## config.mk

```make
export PLATFORM = sky130hd
export DESIGN_NAME = blk130_scrambler
export DESIGN_NICKNAME = d
export VERILOG_FILES = /design/src/rtl/blkscr_pkg.sv /design/src/rtl/blkscr_pos_track.sv /design/src/rtl/blkscr_lfsr.sv /design/src/rtl/blkscr_sync_check.sv /design/src/rtl/blk130_scrambler.sv
export SDC_FILE = /design/constraint.sdc
export NUM_CORES = 1
export LEC_CHECK = 0
export BUFFER_PORTS_ARGS = -buffer_cell sky130_fd_sc_hd__buf_4
export CELL_PAD_IN_SITES_DETAIL_PLACEMENT = 0
export CELL_PAD_IN_SITES_GLOBAL_PLACEMENT = 2
export CORE_MARGIN = 1
export CORE_UTILIZATION = 43
export CTS_CLUSTER_SIZE = 40
export DETAILED_ROUTE_END_ITERATION = 6
export PLACE_DENSITY_LB_ADDON = 0.25
export SLEW_MARGIN = 25
export SYNTH_ARGS = -nofsm -noshare
export SYNTH_HDL_FRONTEND = slang
export SYNTH_SLANG_ARGS = --single-unit
```

## constraint.sdc

```tcl
create_clock -name clk -period 2.4 [get_ports clk]
set_clock_uncertainty 0.05 [all_clocks]
set_input_delay 0.24 -clock clk [delete_from_list [all_inputs] [get_ports clk]]
set_output_delay 0.24 -clock clk [all_outputs]
set_load 0.03 [all_outputs]
```

## src/rtl/blkscr_pkg.sv

```systemverilog
package blkscr_pkg;

  // Framing: a sync header of fixed length followed by the payload.
  localparam int SYNC_BITS    = 2;
  localparam int PAYLOAD_BITS = 128;

  // Default sequence generator: x^23 + x^21 + 1, Fibonacci form.
  localparam int LFSR_BITS  = 23;
  localparam int TAP_HI_DEF = 22;
  localparam int TAP_LO_DEF = 20;

  // Role of the bit presented on the input this cycle.
  typedef enum logic [1:0] {
    ROLE_IDLE = 2'd0,
    ROLE_SYNC = 2'd1,
    ROLE_DATA = 2'd2
  } bit_role_e;

  // A sync header is legal only when its two bits differ.
  function automatic logic sync_is_legal(input logic first_bit, input logic second_bit);
    return first_bit ^ second_bit;
  endfunction

endpackage

```

## src/rtl/blkscr_pos_track.sv

```systemverilog
module blkscr_pos_track
  import blkscr_pkg::*;
#(
  parameter int BLK = SYNC_BITS + PAYLOAD_BITS,
  parameter int HDR = SYNC_BITS,
  parameter int PW  = $clog2(BLK)
) (
  input  logic          clk,
  input  logic          rst_n,
  input  logic          vld,
  input  logic          sob,
  output logic [PW-1:0] cur_pos,
  output bit_role_e     role
);

  localparam logic [PW-1:0] LAST_POS = PW'(BLK - 1);
  localparam logic [PW-1:0] HDR_END  = PW'(HDR);

  logic [PW-1:0] pos_q;

  // Position of the bit on the input now; the marker overrides the count.
  always_comb begin
    cur_pos = (vld && sob) ? '0 : pos_q;
    if (!vld)                 role = ROLE_IDLE;
    else if (cur_pos < HDR_END) role = ROLE_SYNC;
    else                      role = ROLE_DATA;
  end

  always_ff @(posedge clk or negedge rst_n) begin
    if (!rst_n) begin
      pos_q <= '0;
    end else if (vld) begin
      pos_q <= (cur_pos == LAST_POS) ? '0 : cur_pos + PW'(1);
    end
  end

endmodule

```

## src/rtl/blkscr_lfsr.sv

```systemverilog
module blkscr_lfsr #(
  parameter int             W      = 23,
  parameter int             TAP_HI = 22,
  parameter int             TAP_LO = 20,
  parameter logic [W-1:0]   SEED   = '1
) (
  input  logic         clk,
  input  logic         rst_n,
  input  logic         step,
  input  logic         reseed,
  output logic [W-1:0] state,
  output logic         fb
);

  function automatic logic fb_of(input logic [W-1:0] s);
    return s[TAP_HI] ^ s[TAP_LO];
  endfunction

  function automatic logic [W-1:0] next_of(input logic [W-1:0] s);
    return {s[W-2:0], fb_of(s)};
  endfunction

  logic [W-1:0] st_q;

  always_ff @(posedge clk or negedge rst_n) begin
    if (!rst_n) begin
      st_q <= SEED;
    end else if (reseed) begin
      st_q <= SEED;
    end else if (step) begin
      st_q <= next_of(st_q);
    end
  end

  assign state = st_q;
  assign fb    = fb_of(st_q);

endmodule

```

## src/rtl/blkscr_sync_check.sv

```systemverilog
module blkscr_sync_check
  import blkscr_pkg::*;
#(
  parameter int PW = 8
) (
  input  logic          clk,
  input  logic          rst_n,
  input  logic          vld,
  input  logic          bit_in,
  input  logic [PW-1:0] pos,
  output logic          err
);

  logic first_q;

  always_ff @(posedge clk or negedge rst_n) begin
    if (!rst_n) begin
      first_q <= 1'b0;
      err     <= 1'b0;
    end else begin
      if (vld && pos == '0) first_q <= bit_in;
      err <= vld && (pos == PW'(1)) && !sync_is_legal(first_q, bit_in);
    end
  end

endmodule

```

## src/rtl/blk130_scrambler.sv

```systemverilog
module blk130_scrambler
  import blkscr_pkg::*;
#(
  parameter int                  PAY_BITS = PAYLOAD_BITS,
  parameter int                  LFSR_W   = LFSR_BITS,
  parameter int                  TAP_HI   = TAP_HI_DEF,
  parameter int                  TAP_LO   = TAP_LO_DEF,
  parameter logic [LFSR_W-1:0]   SEED     = '1
) (
  input  logic clk,
  input  logic rst_n,
  input  logic din,
  input  logic din_vld,
  input  logic din_sob,
  input  logic reseed,
  output logic dout,
  output logic dout_vld,
  output logic hdr_err
);

  localparam int BLK_BITS = SYNC_BITS + PAY_BITS;
  localparam int POS_W    = $clog2(BLK_BITS);

  // Named internal events, also observed by the bound checker.
  logic [POS_W-1:0]  cur_pos;
  bit_role_e         role;
  logic              is_hdr;
  logic              pay_step;
  logic [LFSR_W-1:0] lfsr_state;
  logic              lfsr_fb;
  logic              bit_next;

  blkscr_pos_track #(
    .BLK (BLK_BITS),
    .HDR (SYNC_BITS),
    .PW  (POS_W)
  ) i_pos (
    .clk     (clk),
    .rst_n   (rst_n),
    .vld     (din_vld),
    .sob     (din_sob),
    .cur_pos (cur_pos),
    .role    (role)
  );

  assign is_hdr   = (role == ROLE_SYNC);
  assign pay_step = (role == ROLE_DATA);

  blkscr_lfsr #(
    .W      (LFSR_W),
    .TAP_HI (TAP_HI),
    .TAP_LO (TAP_LO),
    .SEED   (SEED)
  ) i_lfsr (
    .clk    (clk),
    .rst_n  (rst_n),
    .step   (pay_step),
    .reseed (reseed),
    .state  (lfsr_state),
    .fb     (lfsr_fb)
  );

  blkscr_sync_check #(
    .PW (POS_W)
  ) i_sync (
    .clk    (clk),
    .rst_n  (rst_n),
    .vld    (din_vld),
    .bit_in (din),
    .pos    (cur_pos),
    .err    (hdr_err)
  );

  // Header bits bypass; payload bits take the feedback bit of this step.
  assign bit_next = pay_step ? (din ^ lfsr_fb) : din;

  always_ff @(posedge clk or negedge rst_n) begin
    if (!rst_n) begin
      dout     <= 1'b0;
      dout_vld <= 1'b0;
    end else begin
      dout_vld <= din_vld;
      if (din_vld) dout <= bit_next;
    end
  end

endmodule

```

**Word-level counts from Yosys, hierarchy flattened**

Cells that the tools add are included.

- Input port bits: 6
- Word-level logic and storage cells: 28
- Output and inout port bits: 3
- Register bits: 35

- Bitwise gates (word level): 3
- Reductions and logical operators: 7
- Add/subtract/negate cells: 1
- Eq/ne operators: 3
- Muxes and demuxes: 7
- Magnitude comparators: 1

Operators with widths:

| kind | count |
|---|---|
| 23-bit 2-to-1 mux | 2 |
| 8-bit 2-to-1 mux | 2 |
| 8-bit by 1-bit adder with 8-bit output (second input constant) | 1 |
| 8-bit by 1-bit == test with 1-bit output (second input constant) | 1 |
| 8-bit == test (second input constant) | 1 |
| 8-bit zero test | 1 |
| 8-bit by 2-bit less-than comparator with 1-bit output (second input constant) | 1 |
| 1-bit logical AND | 4 |
| 2-bit 2-to-1 mux | 2 |
| 1-bit bitwise XOR | 3 |
| 2-bit == test (second input constant) | 1 |
| 2-bit nonzero test | 1 |
| 1-bit zero test | 1 |
| 1-bit 2-to-1 mux | 1 |

**Logic depth before layout (Yosys ltp)**

Gate-level depths: netlist of run 1.

- Depth after elaboration: 8
- Gate-level depth with buffers: 9
- Mapped depth without buffers: 8

**Hierarchy**

From an unflattened synthesis of run 1, not the netlist that was laid out.

- Cell total of the unflattened synthesis: 157
- Area, all modules: 1774.2 µm²

Modules (own cells, without submodules):

| module | area an instance (µm²) | instances | cells an instance |
|---|---|---|---|
| blkscr_lfsr | 979.7 | 1 | 77 |
| blkscr_pos_track | 583.1 | 1 | 65 |
| blkscr_sync_check | 113.9 | 1 | 8 |
| blk130_scrambler | 97.6 | 1 | 7 |

**Worst setup path before layout of run 1**

No wires, ideal clock.

- Path type: register to register
- From: reg i_pos.pos_q[5]
- To: reg i_lfsr.st_q[10], in the netlist i_lfsr.state[10]
- Library setup time: 82 ps
- Cell stages (with the launch flop): 6
- Slack: 816 ps
- Data arrival time: 1452 ps
- Path through: dfrtp_1 > nor3_4 > a31oi_4 > buf_6 > buf_6 > a211o_1

- Word-level cells in the longest chain between the ends: 6

RTL lines:

| element | line | RTL |
|---|---|---|
| start: declaration | blkscr_pos_track.sv:19 | `logic [PW-1:0] pos_q;` |
| start signal: assignment | blkscr_pos_track.sv:33 | `pos_q <= (cur_pos == LAST_POS) ? '0 : cur_pos + PW'(1);` |
| 8-bit 2-to-1 mux | blkscr_pos_track.sv:23 | `cur_pos = (vld && sob) ? '0 : pos_q;` |
| 8-bit by 2-bit less-than comparator with 1-bit output | blkscr_pos_track.sv:25 | `else if (cur_pos < HDR_END) role = ROLE_SYNC;` |
| 2-bit 2-to-1 mux | blkscr_pos_track.sv:25 |  |
| 2-bit 2-to-1 mux | blkscr_pos_track.sv:24 | `if (!vld) role = ROLE_IDLE;` |
| 2-bit == test | blk130_scrambler.sv:47 | `assign pay_step = (role == ROLE_DATA);` |
| 2-bit nonzero test (no source line) | -- |  |
| end signal: assignment | blkscr_lfsr.sv:31 | `st_q <= next_of(st_q);` |
| end: declaration | blkscr_lfsr.sv:23 | `logic [W-1:0] st_q;` |

No other way between the ends.
A chain may end at the register's enable or synchronous reset.

**Worst setup path in the final report of run 1**

- From: reg i_pos.pos_q[5]
- To: reg i_lfsr.st_q[9], in the netlist i_lfsr.state[9]

Same word-level chain as after synthesis.

==> results.sh, run 1 <==
export IMPL_fill_cells=333
export IMPL_setup_tns_ns=0
export IMPL_root_buffer="clkbuf_8"
export IMPL_fin_crit_ns=1.871
export IMPL_dieArea_sq_um=4324
export IMPL_cts_tree="done"
export IMPL_r2r_end="i_lfsr.state[9]$_DFFE_PN1P_"
export IMPL_die_h_um=65.76
export IMPL_synth_seq_cells=35
export IMPL_holdPathStages=1
export IMPL_drive_gt1_frac=0.2604
export IMPL_layout_nets=177
export IMPL_switching_share=0.3028
export IMPL_crit_fanout=29
export IMPL_yosysWarnings=0
export IMPL_viasPerCell=5.406
export IMPL_grt_pass1_vias=1147
export IMPL_ios=9
export IMPL_path_clk_slew_ns=0.07
export IMPL_cts_sinks=35
export IMPL_max_freq_mhz=534.4
export IMPL_cellPowerDensity_nw_per_um2=837.6
export IMPL_syn_inst=159
export IMPL_grt_overflow_total=0
export IMPL_antenna_left=0
export IMPL_ir_drop_uv=336.3
export IMPL_io_buffers=8
export IMPL_initial_core_util=0.4635
export IMPL_yosysTopAreaCell="dfstp_2"
export IMPL_finalSetupViolCount=0
export IMPL_ys_async_sr_fraction=1.000
export IMPL_wl_per_cell_um=13.42
export IMPL_netlist_area_sq_um=1748
export IMPL_track_usage=0.1611
export IMPL_firstDrtPassIters=4
export IMPL_drc_errors=0
export IMPL_min_to="dout_vld$_DFF_PN0_"
export IMPL_finalHoldViolations=0
export IMPL_synth_area_per_cell_sq_um=10.99
export IMPL_die_x_um=65.76
export IMPL_grt_max_degree=36
export IMPL_regArea_sq_um=904.6
export IMPL_hold_start="din_vld"
export IMPL_totalPowerFinal_uw=1605
export IMPL_critical_path_class="flop to flop"
export IMPL_drt_iter0_drc=58
export IMPL_areaGrowthSynthToFinish_pct=9.664
export IMPL_num_vias=1173
export IMPL_leakagePower_uw=0.0007406
export IMPL_internal_power_uw=1119
export IMPL_core_sq_um=3771
export IMPL_synth_flop_cell="dfstp_2"
export IMPL_final_common_cell="dfstp_2"
export IMPL_hold_slack_ns=0.1589
export IMPL_rrSetupSlack_ns=0.53
export IMPL_combPwrFrac=0.250
export IMPL_antenna_found_initial=0
export IMPL_period_share=0.7797
export IMPL_hold_class="primary input to flop"
export IMPL_drt_wl_total_um=2912
export IMPL_synth_top_cell_area_share=0.3457
export IMPL_synth_area_leaders="dfstp_2 35%, dfrtp_1 17%, a211o_1 11%"
export IMPL_maxCapViolCount=0
export IMPL_clk_latency_ns=0.28
export IMPL_status="completed"
export IMPL_grt_pass1_wl_um=5126
export IMPL_rsz0062_at_grt="no"
export IMPL_synth_edf_count=0
export IMPL_slew_headroom=0.5438
export IMPL_setup_slack_ns=0.5288
export IMPL_cts_max_level=2
export IMPL_clkPwrFrac=0.249
export IMPL_worst_endpoint_arrival_ns=2.03
export IMPL_clk_path_buf_depth=2
export IMPL_synth_seq_area_share=0.5175
export IMPL_layout_common_cells="23 x dfstp_2, 22 x a211o_1, 20 x nor2b_1, 12 x dfrtp_1, 10 x buf_4"
export IMPL_place_ws_ns=0.4807
export IMPL_power_switching_uw=486.2
export IMPL_multi_input_area_sq_um=752.0
export IMPL_n_antenna_cell=0
export IMPL_gp_congestion=0.7096
export IMPL_dp_hpwl_um=1929
export IMPL_end_kind="flop"
export IMPL_reg2reg_depth=5
export IMPL_slew_violations=0
export IMPL_worst_ep_required_time_ns=2.56
export IMPL_yosysUniqueCellTypes=37
export IMPL_syn_nets=168
export IMPL_tightest_slew_ns=0.6843
export IMPL_rows=22
export IMPL_regToRegStartpoint="i_pos.pos_q[5]$_DFFE_PN0P_"
export IMPL_pwr_share_seq=0.501
export IMPL_cp_start_kind="flop"
export IMPL_numCtsBuffers=5
layer usage:
layer	global-route usage	part of all wire	up-vias
met5	0	0	-
li1	-	-	582
met1	0.1878	0.46	575
met3	0.05208	0.026	7
met2	0.2666	0.49	9
met4	0.07337	0.022	0
critical path, stage by stage, from the launching register on:
cell and delay, ns:
dfrtp_1 0.48, nor3_4 0.11, a31oi_4 0.56, buf_4 0.28
nor2b_1 0.05, a211o_1 0.27
registers in the layout, summed over array words and instances, names as in the netlist:
register        cells
dout                1
i_pos.pos_q         8
i_sync.err          1
i_lfsr.state       23
i_sync.first_q      1
dout_vld            1
worst max path at each step:
stage | start | endpoint | slack [ns] | depth (start not counted)
finish | i_pos.pos_q[5]$_DFFE_PN0P_ | i_lfsr.state[9]$_DFFE_PN1P_ | 0.53 | 5
global route | i_pos.pos_q[4]$_DFFE_PN0P_ | i_lfsr.state[15]$_DFFE_PN1P_ | 0.36 | 5
floorplan | i_pos.pos_q[5]$_DFFE_PN0P_ | i_lfsr.state[10]$_DFFE_PN1P_ | 0.82 | 5
CTS | i_pos.pos_q[5]$_DFFE_PN0P_ | i_lfsr.state[15]$_DFFE_PN1P_ | 0.52 | 5
detailed placement | din_sob | i_lfsr.state[15]$_DFFE_PN1P_ | 0.48 | 6
global placement | din_sob | i_lfsr.state[12]$_DFFE_PN1P_ | 0.53 | 6
synthesized netlist by cell type, drive strengths merged, types with 4 or more instances:
cell    count
dfstp      23
buf         4
nand2       7
inv         9
dfrtp      12
clkbuf      5
a211o      22
nand4       4
nor2b      20
a21oi       5
nor2        9
final cells by class:
cell class                      instances  area share
Clock buffer                            7     0.03982
Clock inverter                          1    0.002611
Inverter                                9     0.01762
Multi-Input combinational cell        106      0.3923
Sequential cell                        35      0.4719
Tap cell                               48     0.03133
Timing Repair Buffer                   11     0.04439
per-stage QoR:
step / util / cells / area [sq um]
after global routing: 0.5083 / 217 / 1917
after CTS: 0.5083 / 217 / 1917
after floorplan: - / 159 / 1748
final: 0.5083 / 217 / 1917
after detailed placement: 0.4841 / 208 / 1826
after global placement: 0.4841 / 208 / 1826
repair_timing:
item	4_1_cts	5_1_grt
setup endpoints to repair	0	0
endpoints found under the hold margin	12	0
resized for setup	0	0
buffers inserted	0	0
hold buffers	1	0
logic make-up after synthesis:
kind of cell	synth area share
flops	0.5175
compound gates	0.2076
buf+inv	0.05225
xor+xnor	0.01503
mux	0.01217
simple gates	0.1739
fa+ha+maj	0.02148
power by group through the flow:
| stage | Combinational [uW] | Sequential (uW) | Clock, uW |
|---|---|---|---|
| after floorplan | 322 | 809 | 0 |
| after global placement | 390 | 813 | 0 |
| after detailed placement | 402 | 816 | 0 |
| after CTS | 406 | 806 | 421 |
| after global routing | 456 | 823 | 446 |
| final | 401 | 805 | 399 |
No activity file was read; power rests on OpenSTA's default activity.
==> run 2, diff against run 1 <==
Settings changed: CORE_UTILIZATION 43 to 36.
Clock period 2.4 ns to 1.6 ns, I/O delays scaled along.
==> run 2 against run 1 <==
Effect of this change: first-iteration DRC count decreased by 5.2%; combinational power increased by 93%; sequential power increased by 48%; flip-flop and latch count unchanged; critical endpoint is now i_sync.first_q$_DFFE_PN0P_; critical path type unchanged; highest routed layer unchanged.
==> results.sh, run 2 (same netlist as run 1, synthesis figures left out) <==
export IMPL_viasPerCell=5.171
export IMPL_grt_pass1_wl_um=5154
export IMPL_rsz0062_at_grt="yes"
export IMPL_fin_crit_ns=1.524
export IMPL_hold_class="primary input to flop"
export IMPL_gp_congestion=0.7379
export IMPL_place_ws_ns=-0.02193
export IMPL_initial_core_util=0.3881
export IMPL_drive_gt1_frac=0.3462
export IMPL_critical_path_class="flop to flop"
export IMPL_max_freq_mhz=656.3
export IMPL_io_buffers=8
export IMPL_worst_ep_required_time_ns=1.72
export IMPL_root_buffer="clkbuf_8"
export IMPL_finalHoldViolations=0
export IMPL_clk_latency_ns=0.29
export IMPL_num_vias=1210
export IMPL_wl_per_cell_um=13.22
export IMPL_areaGrowthSynthToFinish_pct=20.54
export IMPL_rows=24
export IMPL_end_kind="flop"
export IMPL_worst_endpoint_arrival_ns=1.65
export IMPL_core_sq_um=4504
export IMPL_numCtsBuffers=5
export IMPL_hold_slack_ns=0.07827
export IMPL_clk_path_buf_depth=2
export IMPL_cp_buffers_inverters=1
export IMPL_cellPowerDensity_nw_per_um2=1294
export IMPL_drt_iter0_drc=55
export IMPL_antenna_left=0
export IMPL_instances_no_fill=234
export IMPL_dieArea_sq_um=5138
export IMPL_final_core_util=0.4678
export IMPL_maxCapViolCount=0
export IMPL_cp_start_kind="flop"
export IMPL_die_h_um=71.68
export IMPL_cts_tree="done"
export IMPL_period_share=0.9523
export IMPL_final_common_cell="dfstp_2"
export IMPL_path_clk_slew_ns=0.07
export IMPL_grt_pass1_vias=1170
export IMPL_crit_slowest_cell="dfrtp_1"
export IMPL_antenna_found_initial=0
export IMPL_firstDrtPassIters=4
export IMPL_crit_path_max_incr_delay_ns=0.42
export IMPL_cts_max_level=2
export IMPL_drc_errors=0
export IMPL_setup_slack_ns=0.07637
export IMPL_layout_common_cells="23 x dfstp_2, 22 x a211o_1, 20 x nor2b_1, 20 x buf_4, 12 x dfrtp_1"
export IMPL_ir_drop_uv=542.7
export IMPL_tightest_slew_ns=0.4351
export IMPL_path_cells="nor3_4 > buf_6 > a31oi_2 > nor2_1 > mux2_2"
export IMPL_status="completed"
export IMPL_track_usage=0.1294
export IMPL_layout_nets=190
export IMPL_cpLargestDelayFamily="flip-flops"
export IMPL_cts_sinks=35
export IMPL_largest_reg_flops=23
export IMPL_grt_overflow_total=0
export IMPL_slew_headroom=0.7099
export IMPL_die_x_um=71.68
export IMPL_crit_fanout=5
export IMPL_leakagePower_uw=0.0008276
export IMPL_finalSetupViolCount=0
export IMPL_placed_cells=222
export IMPL_ios=9
export IMPL_setup_tns_ns=0
export IMPL_dp_hpwl_um=2108
export IMPL_n_antenna_cell=0
export IMPL_drt_wl_total_um=3093
export IMPL_grt_max_degree=36
export IMPL_slew_violations=0
-- run 2: cell types whose count changed in the layout (fill, tap and decap cells not counted), sizes merged --
cell         change
dlygate4sd3      +1
buf             +12
-- run 2: repair_timing --
item	in CTS	in global routing
buffers inserted	0	2
endpoints found under the setup margin	1	7
endpoints found under the hold margin	13	0
hold buffers	2	0
pin swaps	0	6
gates resized for setup	2	11
-- run 2: power breakdown --
part           leakage (uW)  internal (uW)  switching, uW
clock             0.0000594            441            321
combinational      0.000373            386            388
sequential         0.000395           1100           92.9
total              0.000828           1920            802
-- run 2: final timing paths --
path,start,end,slack [ns],depth (start not counted)
max in group asynchronous,rst_n,i_lfsr.state[21]$_DFFE_PN1P_,0.85,2
hold / removal,din_vld,i_pos.pos_q[7]$_DFFE_PN0P_,0.08,2
setup / recovery,i_pos.pos_q[2]$_DFFE_PN0P_,i_sync.first_q$_DFFE_PN0P_,0.08,5
min in group asynchronous,rst_n,dout_vld$_DFF_PN0_,0.32,2
hold reg to reg,dout$_DFFE_PN0P_,dout$_DFFE_PN0P_,0.49,2
setup reg to reg,i_pos.pos_q[2]$_DFFE_PN0P_,i_sync.first_q$_DFFE_PN0P_,0.08,5
-- run 2: through the flow --
step | area (sq um) | power (uW)
floorplan | 1748 | 1697
global placement | 1918 | 1893
detailed placement | 1918 | 1920
CTS | 2056 | 2702
global route | 2107 | 2887
finish | 2107 | 2727
-- run 2: area by class of cell --
cell class	instances	area [sq um]
fillers	433	2397
flip-flops and latches	35	904.6
multi-input cells	106	789.5
repair buffers	24	201.4
clock buffers	7	107.6
well taps	52	65.06
inverters	9	33.78
clock inverters	1	5.005
-- run 2: per-layer routing --
layer,GRT usage,share of wire,vias up
met5,0,0,-
met4,0.05882,0.019,0
met3,0.02954,0.026,8
met2,0.2117,0.48,17
met1,0.1632,0.47,576
li1,-,-,609
==> run 3, diff against run 2 <==
--- a/config.mk
+++ b/config.mk
@@ -11,3 +11,3 @@
 export CORE_MARGIN = 1
-export CORE_UTILIZATION = 36
+export CORE_UTILIZATION = 43
 export CTS_CLUSTER_SIZE = 40
==> constraint.sdc (replaced) <==
create_clock -name clk -period 1.85 [get_ports clk]
set_clock_uncertainty 0.05 [all_clocks]
set_input_delay 0.555 -clock clk [delete_from_list [all_inputs] [get_ports clk]]
set_output_delay 0.555 -clock clk [all_outputs]
set_load 0.03 [all_outputs]
==> run 3 against run 2 <==
Effect of this change: fmax down 10%; first-iteration DRC count is 13% lower; register-to-register slack improved by 0.08 ns; wire length decreased by 5.4%; via count shrank 0.17%; total power fell by 18%; clock power shrank 21%; die area decreased by 16%; critical path depth unchanged; largest cell class unchanged.
==> results.sh, run 3 (same netlist as run 1, synthesis figures left out) <==
export IMPL_setup_slack_ns=0.1567
export IMPL_clk_latency_ns=0.28
export IMPL_drt_wl_total_um=2926
export IMPL_crit_fanout=12
export IMPL_hold_class="primary input to asynchronous set/reset pin"
export IMPL_dp_hpwl_um=2060
export IMPL_num_vias=1208
export IMPL_tightest_slew_ns=0.4330
export IMPL_wl_per_cell_um=12.83
export IMPL_totalPowerFinal_uw=2224
export IMPL_antenna_left=0
export IMPL_cts_sinks=35
export IMPL_fin_crit_ns=1.693
export IMPL_critical_path_class="flop to flop"
export IMPL_root_buffer="clkbuf_8"
export IMPL_path_clk_slew_ns=0.07
export IMPL_period_share=0.9153
export IMPL_postCtsSetupRepairBufs=0
export IMPL_pwr_share_seq=0.471
export IMPL_combPwrFrac=0.260
export IMPL_status="completed"
export IMPL_maxCapViolCount=0
export IMPL_rrSetupSlack_ns=0.16
export IMPL_firstDrtPassIters=4
export IMPL_ios=9
export IMPL_drt_met1_wl_um=1311
export IMPL_die_h_um=65.76
export IMPL_track_usage=0.1683
export IMPL_cp_start_kind="flop"
export IMPL_grt_pass1_wl_um=5395
export IMPL_cts_hold_fix_buffers=0
export IMPL_finalHoldViolations=0
export IMPL_placed_cells=220
export IMPL_worst_endpoint_arrival_ns=1.86
export IMPL_crit_path_max_incr_delay_ns=0.45
export IMPL_wl_met3_um=91
export IMPL_grt_overflow_total=0
export IMPL_viasPerCell=5.298
export IMPL_wl_met2_um=1476
export IMPL_clk_path_buf_depth=2
export IMPL_r2r_end="i_lfsr.state[8]$_DFFE_PN1P_"
export IMPL_drc_errors=0
export IMPL_initial_core_util=0.4635
export IMPL_io_buffers=8
export IMPL_grt_pass1_vias=1231
export IMPL_cts_tree="done"
export IMPL_drive_gt1_frac=0.3222
export IMPL_cts_resized=0
export IMPL_cpMostUsedCell="buf_4"
export IMPL_grt_max_degree=36
export IMPL_slew_violations=0
export IMPL_reg2reg_depth=5
export IMPL_rsz0062_at_grt="no"
export IMPL_die_x_um=65.76
export IMPL_areaGrowthSynthToFinish_pct=16.25
export IMPL_antenna_found_initial=0
export IMPL_internal_power_uw=1573
export IMPL_cts_max_level=2
export IMPL_drt_iter0_drc=48
export IMPL_instances_no_fill=228
export IMPL_regToRegStartpoint="i_pos.pos_q[4]$_DFFE_PN0P_"
export IMPL_switching_share=0.2928
export IMPL_fill_cells=343
export IMPL_n_antenna_cell=0
export IMPL_power_switching_uw=651.1
export IMPL_topRoutingLayerUsed="met4"
export IMPL_final_common_cell="dfstp_2"
export IMPL_rows=22
export IMPL_layout_nets=188
export IMPL_gp_congestion=0.7303
export IMPL_finalSetupViolCount=0
export IMPL_clkPwrFrac=0.270
export IMPL_largest_reg_flops=23
export IMPL_leakagePower_uw=0.0008067
export IMPL_slew_headroom=0.7113
export IMPL_worst_ep_required_time_ns=2.01
export IMPL_dieArea_sq_um=4324
export IMPL_place_ws_ns=-0.05240
export IMPL_layout_common_cells="23 x dfstp_2, 22 x a211o_1, 21 x buf_4, 20 x nor2b_1, 12 x dfrtp_1"
export IMPL_crit_slowest_cell="dfrtp_1"
export IMPL_core_sq_um=3771
export IMPL_cellPowerDensity_nw_per_um2=1095
export IMPL_ir_drop_uv=416.4
export IMPL_end_kind="flop"
export IMPL_numCtsBuffers=5
export IMPL_path_cells="nor2_2 > a31oi_4 > buf_4 > buf_4 > a211o_1"
export IMPL_max_freq_mhz=590.5
[run 3: metal layers]
layer  global-route usage  up-vias
met5                    0        -
met4              0.06522        0
met3              0.04688        5
met2               0.2895       17
met1               0.1960      584
li1                     -      602
[run 3: worst max-delay path, delay by kind of cell (launching register included)]
kind                   cells  cell delay (ns)
DFF                        1             0.45
buffers and inverters      2             0.35
and+or+nand+nor            1             0.31
AOI/OAI and AO/OA          2             0.47
[run 3: layout make-up]
type	instances	area (sq um)	share of cell area
flip-flops and latches	35	904.6	0.4452
clock inverters	1	7.507	0.003695
repair buffers	22	177.7	0.08744
well taps	48	60.06	0.02956
clock buffers	7	96.34	0.04741
multi-input cells	106	752.0	0.3701
inverters	9	33.78	0.01663
[run 3: worst max path at each step]
stage | endpoint | startpoint | cells after the start
finish | i_lfsr.state[8]$_DFFE_PN1P_ | i_pos.pos_q[4]$_DFFE_PN0P_ | 5
global route | i_lfsr.state[9]$_DFFE_PN1P_ | i_pos.pos_q[4]$_DFFE_PN0P_ | 5
CTS | i_lfsr.state[8]$_DFFE_PN1P_ | i_pos.pos_q[4]$_DFFE_PN0P_ | 5
detailed placement | i_pos.pos_q[6]$_DFFE_PN0P_ | din_vld | 8
global placement | i_pos.pos_q[6]$_DFFE_PN0P_ | din_vld | 8
floorplan | i_pos.pos_q[6]$_DFFE_PN0P_ | din_sob | 8
[run 3: stage by stage]
stage                 util  setup TNS (ns)  hold slack (ns)  instance area [sq um]
CTS                 0.5388               0           0.1696                   2032
global route        0.5388               0           0.1806                   2032
global placement    0.5113               0           0.4615                   1928
detailed placement  0.5113         -0.1283           0.4743                   1928
floorplan                -               0           0.2094                   1748
finish              0.5388               0           0.1563                   2032
[run 3: power groups by stage]
stage / combinational [uW] / sequential, uW / clock (uW)
2_1_floorplan: 418 / 1050 / 0
3_3_place_gp: 565 / 1060 / 0
3_5_place_dp: 583 / 1060 / 0
4_1_cts: 585 / 1050 / 627
5_1_grt: 651 / 1070 / 671
6_report: 577 / 1050 / 600
